File: src/rtl/pfg_pkg.sv
package pfg_pkg;
  typedef enum logic [1:0] {
    PF_RUN     = 2'd0,
    PF_DRAIN   = 2'd1,
    PF_HOLD    = 2'd2,
    PF_RECOVER = 2'd3
  } pf_state_t;
endpackage

File: src/rtl/pfg_sync.sv
module pfg_sync #(
  parameter int          W       = 1,
  parameter logic [W-1:0] RST_VAL = '1
) (
  input  logic         clk,
  input  logic         rst,
  input  logic [W-1:0] d,
  output logic [W-1:0] q
);
  logic [W-1:0] stage1;

  always_ff @(posedge clk) begin
    if (rst) begin
      stage1 <= RST_VAL;
      q      <= RST_VAL;
    end else begin
      stage1 <= d;
      q      <= stage1;
    end
  end
endmodule

File: src/rtl/pfg_prot_fsm.sv
module pfg_prot_fsm
  import pfg_pkg::*;
#(
  parameter int WPT_CYC = 20000,
  parameter int REC_CYC = 16000000
) (
  input  logic clk,
  input  logic rst,
  input  logic supply_low,
  input  logic ce_n,
  input  logic we_n,
  output logic gate_open_d
);
  localparam int MAXC  = (WPT_CYC > REC_CYC) ? WPT_CYC : REC_CYC;
  localparam int CNT_W = $clog2(MAXC + 1);
  localparam logic [CNT_W-1:0] WPT_LAST = CNT_W'(WPT_CYC - 1);
  localparam logic [CNT_W-1:0] REC_LAST = CNT_W'(REC_CYC - 1);

  pf_state_t        state, nxt;
  logic [CNT_W-1:0] cnt, cnt_nxt;

  always_comb begin
    nxt     = state;
    cnt_nxt = '0;
    case (state)
      PF_RUN: begin
        if (supply_low) nxt = ce_n ? PF_HOLD : PF_DRAIN;
      end
      PF_DRAIN: begin
        cnt_nxt = cnt + 1'b1;
        if (ce_n || we_n || cnt == WPT_LAST) nxt = PF_HOLD;
      end
      PF_HOLD: begin
        if (!supply_low) nxt = PF_RECOVER;
      end
      default: begin
        cnt_nxt = cnt + 1'b1;
        if (supply_low)            nxt = PF_HOLD;
        else if (cnt == REC_LAST)  nxt = PF_RUN;
      end
    endcase
  end

  assign gate_open_d = (nxt == PF_RUN) || (nxt == PF_DRAIN);

  always_ff @(posedge clk) begin
    if (rst) begin
      state <= PF_HOLD;
      cnt   <= '0;
    end else begin
      state <= nxt;
      cnt   <= (nxt == state) ? cnt_nxt : '0;
    end
  end
endmodule

File: src/rtl/pfg_decode.sv
module pfg_decode (
  input  logic clk,
  input  logic rst,
  input  logic gate_open_d,
  input  logic ce_n,
  input  logic we_n,
  input  logic oe_n,
  output logic mem_ce_n,
  output logic mem_we_n,
  output logic mem_oe_n,
  output logic bus_drive,
  output logic prot_active
);
  logic ce_q, wr_first, wr_first_d, drive_d;

  always_comb begin
    if (ce_n)              wr_first_d = 1'b0;
    else if (ce_q)         wr_first_d = !we_n;
    else                   wr_first_d = wr_first;
    drive_d = gate_open_d && !ce_n && we_n && !oe_n && !wr_first_d;
  end

  always_ff @(posedge clk) begin
    if (rst) begin
      ce_q        <= 1'b1;
      wr_first    <= 1'b0;
      mem_ce_n    <= 1'b1;
      mem_we_n    <= 1'b1;
      mem_oe_n    <= 1'b1;
      bus_drive   <= 1'b0;
      prot_active <= 1'b1;
    end else begin
      ce_q        <= ce_n;
      wr_first    <= wr_first_d;
      mem_ce_n    <= !(gate_open_d && !ce_n);
      mem_we_n    <= !(gate_open_d && !ce_n && !we_n);
      mem_oe_n    <= !drive_d;
      bus_drive   <= drive_d;
      prot_active <= !gate_open_d;
    end
  end
endmodule

File: src/rtl/pfg_backup.sv
module pfg_backup (
  input  logic clk,
  input  logic rst,
  input  logic arm_clear,
  input  logic supply_low,
  input  logic bkup_low,
  output logic sel_backup,
  output logic armed
);
  logic armed_d;

  always_comb begin
    if (arm_clear)        armed_d = 1'b0;
    else if (!supply_low) armed_d = 1'b1;
    else                  armed_d = armed;
  end

  always_ff @(posedge clk) armed <= armed_d;

  always_ff @(posedge clk) begin
    if (rst) sel_backup <= 1'b0;
    else     sel_backup <= armed_d && bkup_low;
  end
endmodule

File: src/rtl/pwrfail_guard.sv
module pwrfail_guard #(
  parameter int WPT_CYC = 20000,
  parameter int REC_CYC = 16000000
) (
  input  logic clk,
  input  logic rst,
  input  logic arm_clear,
  input  logic host_ce_n,
  input  logic host_we_n,
  input  logic host_oe_n,
  input  logic vdd_low,
  input  logic vdd_bkup_low,
  output logic mem_ce_n,
  output logic mem_we_n,
  output logic mem_oe_n,
  output logic bus_drive,
  output logic sel_backup,
  output logic prot_active,
  output logic bkup_armed
);
  localparam int NSYNC = 5;

  logic [NSYNC-1:0] raw, syn;
  logic s_ce_n, s_we_n, s_oe_n, s_low, s_blow;
  logic gate_open_d;

  assign raw = {host_ce_n, host_we_n, host_oe_n, vdd_low, vdd_bkup_low};
  assign {s_ce_n, s_we_n, s_oe_n, s_low, s_blow} = syn;

  pfg_sync #(.W(NSYNC), .RST_VAL({NSYNC{1'b1}})) u_sync (
    .clk(clk), .rst(rst), .d(raw), .q(syn)
  );

  pfg_prot_fsm #(.WPT_CYC(WPT_CYC), .REC_CYC(REC_CYC)) u_fsm (
    .clk(clk), .rst(rst), .supply_low(s_low),
    .ce_n(s_ce_n), .we_n(s_we_n), .gate_open_d(gate_open_d)
  );

  pfg_decode u_dec (
    .clk(clk), .rst(rst), .gate_open_d(gate_open_d),
    .ce_n(s_ce_n), .we_n(s_we_n), .oe_n(s_oe_n),
    .mem_ce_n(mem_ce_n), .mem_we_n(mem_we_n), .mem_oe_n(mem_oe_n),
    .bus_drive(bus_drive), .prot_active(prot_active)
  );

  pfg_backup u_bkp (
    .clk(clk), .rst(rst), .arm_clear(arm_clear),
    .supply_low(s_low), .bkup_low(s_blow),
    .sel_backup(sel_backup), .armed(bkup_armed)
  );
endmodule

File: config.mk
export PLATFORM = sky130hd
export DESIGN_NAME = pwrfail_guard
export DESIGN_NICKNAME = d
export VERILOG_FILES = /design/src/rtl/pfg_pkg.sv /design/src/rtl/pfg_sync.sv /design/src/rtl/pfg_prot_fsm.sv /design/src/rtl/pfg_decode.sv /design/src/rtl/pfg_backup.sv /design/src/rtl/pwrfail_guard.sv
export SDC_FILE = /design/constraint.sdc
export NUM_CORES = 1
export LEC_CHECK = 0
export CORE_ASPECT_RATIO = 1.1
export CORE_MARGIN = 4
export CORE_UTILIZATION = 55
export CTS_BUF_LIST = sky130_fd_sc_hd__clkbuf_4 sky130_fd_sc_hd__clkbuf_8
export DETAILED_ROUTE_END_ITERATION = 7
export PLACE_DENSITY = 0.76
export SETUP_SLACK_MARGIN = 0.02
export SLEW_MARGIN = 20
export SYNTH_ARGS = -nofsm -noshare
export SYNTH_HDL_FRONTEND = slang
export SYNTH_SLANG_ARGS = --single-unit
File: constraint.sdc
create_clock -name clk -period 2.25 [get_ports clk]
set_clock_uncertainty 0.2 [all_clocks]
set_input_delay 0.3375 -clock clk [delete_from_list [all_inputs] [get_ports clk]]
set_output_delay 0.3375 -clock clk [all_outputs]
set_load 0.005 [all_outputs]
==> results, run 1 <==
- The total count of hold-check failures in the final report was 0.
- The initial standard-cell utilization of the core is 59.0%.
- During I/O placement, the number of pins put on the boundary was 15.
- For the worst setup path, the data arrival time is 2160 ps.
- The half-perimeter wire length after detailed placement is 2530 µm.
- The congestion estimate from routability-driven global placement came to around 0.9.
- The fraction of final layout cells with drive strength greater than 1 is 16.2%.
- For this block, the routed nets add up to 3410 µm of wire.
- The total via count after detailed routing is between 1000 and 1500.
- The critical path buffer and inverter count is 0.
- In the final layout, flip-flops and latches occupy 901 µm².
- Once the clock tree was built, the setup fixing pass inserted 0 buffers.
- The clock tree from TritonCTS is built.
- In this run the remaining antenna-violating nets after routing total 0.
- The run finished with clean final reports.
- The number of pins exceeding their max-slew limit in the final report is 0.
- The most common library cell in the layout ignoring fill and taps is dfxtp_1.
- Clock-pin slew was measured on the worst setup and hold paths at approximately 130 ps.
- The maximum buffer depth of the clock tree is 2.
- In the final routed layout, each cell accounts on average for about 13 µm.
- The worst setup slack for register-to-register paths is 140 ps.
- In this run the cell area of the synthesized design comes to 0.00186 mm².
- The number of synthesized register bits is 45.
- The distinct cell type count after synthesis is 38.
- The root buffer selected by CTS is clkbuf_4.
- The worst setup path is launched from a flip-flop.
- The first global-routing pass estimated between 5000 and 6000 µm of wire.
- The count of endpoints failing setup in the final report is 0.
- The share of the Yosys chip area taken by registers is 48.4%.
- The floorplan die area is 0.00438 mm².
- The pin count of the biggest net entering global routing is 24.
- The power density of the placed cells is slightly below 600 mW/mm².
- The number of antenna cells inserted is 0.
- The via count of the first global-routing pass is 1336.
- The max-cap violation count is 0.
- The number of core rows is 21.
- Leaving out fill and tap cells, the most frequent cells in the layout are 45 x dfxtp_1, 31 x nor2_1, 20 x nand2_1, 14 x clkdlybuf4s50_1, 12 x xor2_1.
- In this run the mean area of a mapped cell was approximately 9.4 µm².
- The ratio of final minimum period to clock period is 93.8%.
- Timing would allow up to 474 MHz.
- Yosys printed 0 warnings.
- The cts-stage hold buffer count is 0.
- The slowest stage of the critical path is the or4_4 cell.
- The area growth from synthesis to layout is 15.0%.
- The headroom to the max-slew limit is about three quarters.
- The total clock sinks is 45.
- The multi-input combinational cell area is around 900 µm².
- The required time of the critical path is about 2300 ps.
- The count of flip-flops with a built-in enable after synthesis is 0.
- At the later pin of the worst-skew pair, clock insertion delay measures 350 ps.
- For this run, design rule violations remaining after detail routing come to 0.
- In the synthesized netlist the dominant register cell turns out to be dfxtp_1.
- The first detailed-routing pass took 4 iterations.
- The top cell family by delay on the critical path is simple AND/OR/NAND/NOR gates.
- The total of buffers placed on input and output ports is 14.
- The worst-case IR drop observed on VDD is 499 µV.
- At the pin with the least slew margin, the transition time is 344 ps.
- The kind of capture point of the worst setup path is a flip-flop.
- The number of H-tree levels is 2.
- Counting the fill cells in the layout gives 271.
- The path class of the tightest hold or removal check is flip-flop to flip-flop.
- The analysis attributes to cell leakage a power of between 0.7 and 0.8 nW.
- Setup repair after global routing left no endpoint under its margin.
- The initial antenna violation count is 0.
- For the finished layout, the period the worst path requires is 2110 ps.
- The iteration-0 DRC count of the detailed router is 57.
- Of all flip-flops after synthesis, the portion carrying an async set or reset was 0%.
- The cell count after synthesis came out at 198.
- Walking the worst path, the cells encountered are or4_4, nor4_4, a211o_2, o211ai_2, and4_1.
- The kind of critical path is flip-flop to flip-flop.
- The overall fraction of global-route tracks in use is 16.3%.
- After routing, the total negative slack on setup checks comes to 0 ps.
- The vias per cell is 5.51.
- Counting every net in the synthesized netlist gives 207.
- The total congestion overflow is 0.
- The critical-path maximum fanout is 6.
- The delay of the slowest critical-path stage is 560 ps.
- Counting cells, the worst reg-to-reg path comes to 5.
- After the last flow step, the layout net total stands at 230.
- The critical path depth in cells is 5.
- The final cell utilization of the core is 67.9%.
- The area of the core region is 0.00315 mm².
- Gates resized during post-CTS repair numbered 0.
- The number of cells on the worst hold path is 1.
- The clock buffer count from CTS is 5.
- The overall die height is ~69 µm.
- The die is between 60 and 70 µm wide.
-- where the power goes --
part	leakage, nW	total (mW)	internal, mW	switching, mW
sequential	0.365	0.813	0.807	0.00514
clock	0.0413	0.423	0.181	0.241
combinational	0.330	0.0358	0.0240	0.0118
-- per-layer routing --
| layer | share of wire (%) | vias to the layer above | track usage [%] |
|---|---|---|---|
| met5 | 0 | - | 0 |
| met4 | 1.3 | 0 | 5.28 |
| li1 | - | 711 | - |
| met1 | 41 | 666 | 17.2 |
| met2 | 53 | 27 | 29.6 |
| met3 | 4.9 | 6 | 6.01 |
-- registers in the layout (all words and copies together) (netlist names) --
name	cells
u_bkp.armed	1
u_bkp.sel_backup	1
u_dec.bus_drive	1
u_dec.ce_q	1
u_dec.mem_ce_n	1
u_dec.mem_oe_n	1
u_dec.mem_we_n	1
u_dec.prot_active	1
u_dec.wr_first	1
u_fsm.cnt	24
u_fsm.state	2
u_sync.q	5
u_sync.stage1	5
-- cell usage after synthesis, types with 2 or more instances --
library cell	instances	area, µm²
a211o_2	2	20.0
a21oi_1	5	25.0
and2_1	3	18.8
and3_1	4	25.0
and4_1	4	35.0
buf_6	2	22.5
dfxtp_1	45	901
inv_1	5	18.8
nand2_1	20	75.1
nand2b_1	5	31.3
nand3_1	5	25.0
nand4_1	8	50.1
nor2_1	31	116
nor3_1	4	20.0
nor4_1	2	12.5
nor4b_1	2	17.5
or2_2	10	62.6
xnor2_1	10	87.6
xor2_1	12	105
-- cells by family (layout without fill, tap and decap cells) --
| logic type | Yosys count | count (layout) | synth area share [%] |
|---|---|---|---|
| DFF | 45 | 45 | 48.4 |
| AOI/OAI and AO/OA | 10 | 10 | 4.97 |
| buffers and inverters | 10 | 34 | 3.09 |
| and+or+nand+nor | 110 | 110 | 32.5 |
| adders and majority gates | 1 | 1 | 0.672 |
| xor gates and xnor gates | 22 | 22 | 10.3 |
-- worst paths after layout --
path / from / endpoint
min: u_sync.stage1[0] / u_sync.q[0]
max: u_fsm.cnt[7] / u_dec.bus_drive
max reg2reg: u_fsm.cnt[7] / u_dec.bus_drive
min reg2reg: u_sync.stage1[0] / u_sync.q[0]
-- stage by stage --
stage	power (mW)	hold WS [ps]	std cells	instance area (µm²)	setup WS [ps]
detailed placement	0.867	199	248	2070	180
global placement	0.865	194	248	2070	180
floorplan	0.845	189	198	1860	258
CTS	1.28	230	256	2140	135
finish	1.27	224	256	2140	140
global route	1.33	240	256	2140	22.0
-- worst reg2reg max path: cells and delay by family (launching register included) --
family           cells  cell delay (ps)
AND/OR/NAND/NOR      3             1080
flip-flops           1              370
AO/OA/AOI/OAI        2              350
-- layout make-up --
class	instances	area share, %
clock inverter	1	0.234
multi-input combinational	143	42.2
timing repair buffer	21	9.59
sequential	45	42.1
tap	34	1.99
inverter	5	0.877
clock buffer	7	3.04
Note: power is estimated with default switching activity, not from simulation.
==> run 2, diff against run 1 <==
--- a/config.mk
+++ b/config.mk
@@ -5,7 +5,7 @@
 export SDC_FILE = /design/constraint.sdc
 export NUM_CORES = 1
 export LEC_CHECK = 0
-export CORE_ASPECT_RATIO = 1.1
+export CORE_ASPECT_RATIO = 0.75
 export CORE_MARGIN = 4
 export CORE_UTILIZATION = 55
 export CTS_BUF_LIST = sky130_fd_sc_hd__clkbuf_4 sky130_fd_sc_hd__clkbuf_8
==> run 2 against run 1 <==
  * Sequential power about the same
  * Power increased by 1.9%
  * Cell count increased by 2.0%
  * Global-route usage increased by 2.4 points
  * Register-to-register slack improved by 30 ps
  * Combinational power increased by 1%
  * Sequential share of layout area decreased by 1.0 points
  * Wire length increased by 9.1%
  * Core utilization increased by 3.2 points
  * Critical path type unchanged
==> results, run 2 (same netlist as run 1, synthesis figures left out) <==
- The initial standard-cell utilization of the core came to 60.4% (+1.3 points).
- The transition time of the tightest slew-check pin came to 316 ps (-27.2 ps).
- The aggregate negative setup slack is 0 ps (unchanged).
- The instance count after placement with tap cells included was 254 (+2.4%).
- The area growth from synthesis to layout is 17.8%.
- The source of the worst hold timing path is u_sync.stage1[3].
- The startpoint type of the worst setup path is a flip-flop.
- The number of cells on the worst hold path was 1 (unchanged).
- The library cells used most frequently in the layout, excluding fill and tap cells, are 45 x dfxtp_1, 31 x nor2_1, 20 x nand2_1, 14 x clkdlybuf4s50_1, 12 x xor2_1.
- The most common library cell in the layout ignoring fill and taps is dfxtp_1.
- The maximum buffer depth of the clock tree came to 2 (unchanged).
- The power density of the placed cells is 591 mW/mm² (-0.54%).
- The vias per cell is 5.36 (-2.7%).
- The clock edge transition at the registers on the reported setup and hold paths was 80 ps (-50 ps).
- The total congestion overflow is 0 (unchanged).
- The number of I/O pins was 15 (unchanged).
- u_fsm.cnt holds more flip-flops than any other register.
- The kind of critical path is flip-flop to flip-flop.
- The worst hold-check path type is flip-flop to flip-flop.
- The worst setup slack for register-to-register paths is 170 ps (+30 ps).
- The leakage dissipation is 0.749 nW (+1.7%).
- The iteration-0 DRC count of the detailed router is 88 (+54%).
- The global-route wire length before repair is 6240 µm (+9.4%).
- The count of TritonRoute iterations in the first routing pass is 4 (unchanged).
- The number of H-tree levels is 2 (unchanged).
- The worst hold path terminates at u_sync.q[3].
- The number of design rule violations left after detail routing came to 0 (unchanged).
- The required time of the critical path is 2240 ps (-60 ps).
- The fraction of final layout cells with drive strength greater than 1 is 17.5% (+1.3 points).
- The logic depth of the worst register-to-register path came to 5 (unchanged).
- The maximum clock frequency was 480 MHz (+1.2%).
- The max-cap violation count was 0 (unchanged).
- The final wirelength is 3720 µm (+9.1%).
- The weighted congestion at the end of routability-driven global placement was 0.921 (+2.2%).
- The overall die height is 58.4 µm (-15%).
- The final standard cell count with taps included and fillers excluded is 261 (+2.0%).
- The post-route antenna net violation count is 0 (unchanged).
- The total via count after detailed routing was 1399 (-0.78%).
- Setup repair after global routing left no endpoint under its margin.
- The clock period minus final worst setup slack is 2080 ps (-26.0 ps).
- The worst setup path is captured at a flip-flop.
- The flip-flop count of the largest register, all copies and words added came to 24 (unchanged).
- TritonCTS built the clock tree.
- The worst IR drop on VDD came to 510 µV (+2.2%).
- The half-perimeter wire length after detailed placement is 2750 µm (+9.0%).
- The via count of the first global-routing pass came to 1353 (+1.3%).
- The overall fraction of global-route tracks in use is 18.8% (+2.4 points).
- The pin count of the biggest net entering global routing is 24 (unchanged).
- The total clock sinks is 45 (unchanged).
- The largest registers in the layout are u_fsm.cnt (24), u_sync.q (5), u_sync.stage1 (5).
- The capture point of the worst reg-to-reg path is u_dec.bus_drive.
- The total of buffers placed on input and output ports was 14 (unchanged).
- The critical-path maximum fanout is 6 (unchanged).
- The clock latency at the later pin of the worst-skew pair was 290 ps (-60 ps).
- The number of core rows is 17 (-19%).
- The initial antenna violation count is 0 (unchanged).
- The ratio of final minimum period to clock period is 92.6% (-1.2 points).
- The run finished with clean final reports.
- The floorplan die area was 0.00439 mm² (+0.19%).
- The headroom to the max-slew limit came to 78.8% (+2.0 points).
- The clock buffer count from CTS came to 5 (unchanged).
- The number of antenna cells inserted is 0 (unchanged).
- The data arrival time at the worst-slack endpoint came to 2070 ps (-90 ps).
- The area of the core region is 0.00308 mm² (-2.2%).
- The total count of hold-check failures in the final report came to 0 (unchanged).
- The count of endpoints failing setup in the final report was 0 (unchanged).
- The number of pins exceeding their max-slew limit in the final report is 0 (unchanged).
- In this run the critical register-to-register path is launched from u_fsm.cnt[13].
- The layout net count was 233 (+1.3%).
- The width of the die is 75.2 µm (+18%).
- The per-cell routed wire length is 14.3 µm (+7.0%).
- CTS placed an instance of clkbuf_8 at the clock tree root.
## run 2: cell count changes in the layout (fill, tap and decap cells not counted), sizes merged
| cell | change |
|---|---|
| buf | +3 |
| clkbuf | -2 |
## run 2: worst max path at each step
stage	startpoint	end	slack (ps)	cells past startpoint
finish	u_fsm.cnt[13]	u_dec.bus_drive	170	5
global route	u_fsm.cnt[0]	u_fsm.cnt[6]	50	7
CTS	u_fsm.cnt[13]	u_dec.bus_drive	110	5
detailed placement	u_fsm.cnt[13]	u_dec.bus_drive	120	5
global placement	u_fsm.cnt[13]	u_dec.bus_drive	150	5
floorplan	u_fsm.cnt[0]	u_dec.bus_drive	260	6
## run 2: timing repair
action                                  CTS  global route
endpoints found under the hold margin     0             0
resized for setup                         0             3
setup buffers                             0             1
endpoints found under the setup margin    0            21
hold buffers                              0             0
## run 2: routing by layer
layer  vias up  track usage [%]  share of wire, %
met4         0             5.99              0.97
met5         -                0                 0
li1        714                -                 -
met1       638             27.6                51
met2        42             26.9                42
met3         5             4.61               6.2
## run 2: power breakdown
group,switching (mW),internal (mW)
clock,0.243,0.204
combinational,0.0122,0.0240
sequential,0.00528,0.807
## run 2: final cells by class
cell class	count	area (µm²)
fill	242	891
clock inverter	1	5.00
sequential	45	901
tap	38	47.5
clock buffer	5	68.8
timing repair buffer	24	228
multi-input combinational	143	925
inverter	5	18.8
## run 2: metrics by stage
stage	utilization [%]	setup WS, ps	hold WS (ps)	total power, mW	area [µm²]
6_report	71.1	166	210	1.30	2190
5_1_grt	71.1	48.0	231	1.35	2190
4_1_cts	70.2	106	216	1.31	2160
3_5_place_dp	67.8	123	198	0.867	2090
3_3_place_gp	67.8	148	195	0.865	2090
2_1_floorplan	-	258	189	0.845	1860
## run 2: worst max-delay path: stages, from the launching register on
cell and delay [ps]:
dfxtp_1 360, or4_1 600, nor4_4 270, a211o_2 230
o211ai_4 120, and4_1 210
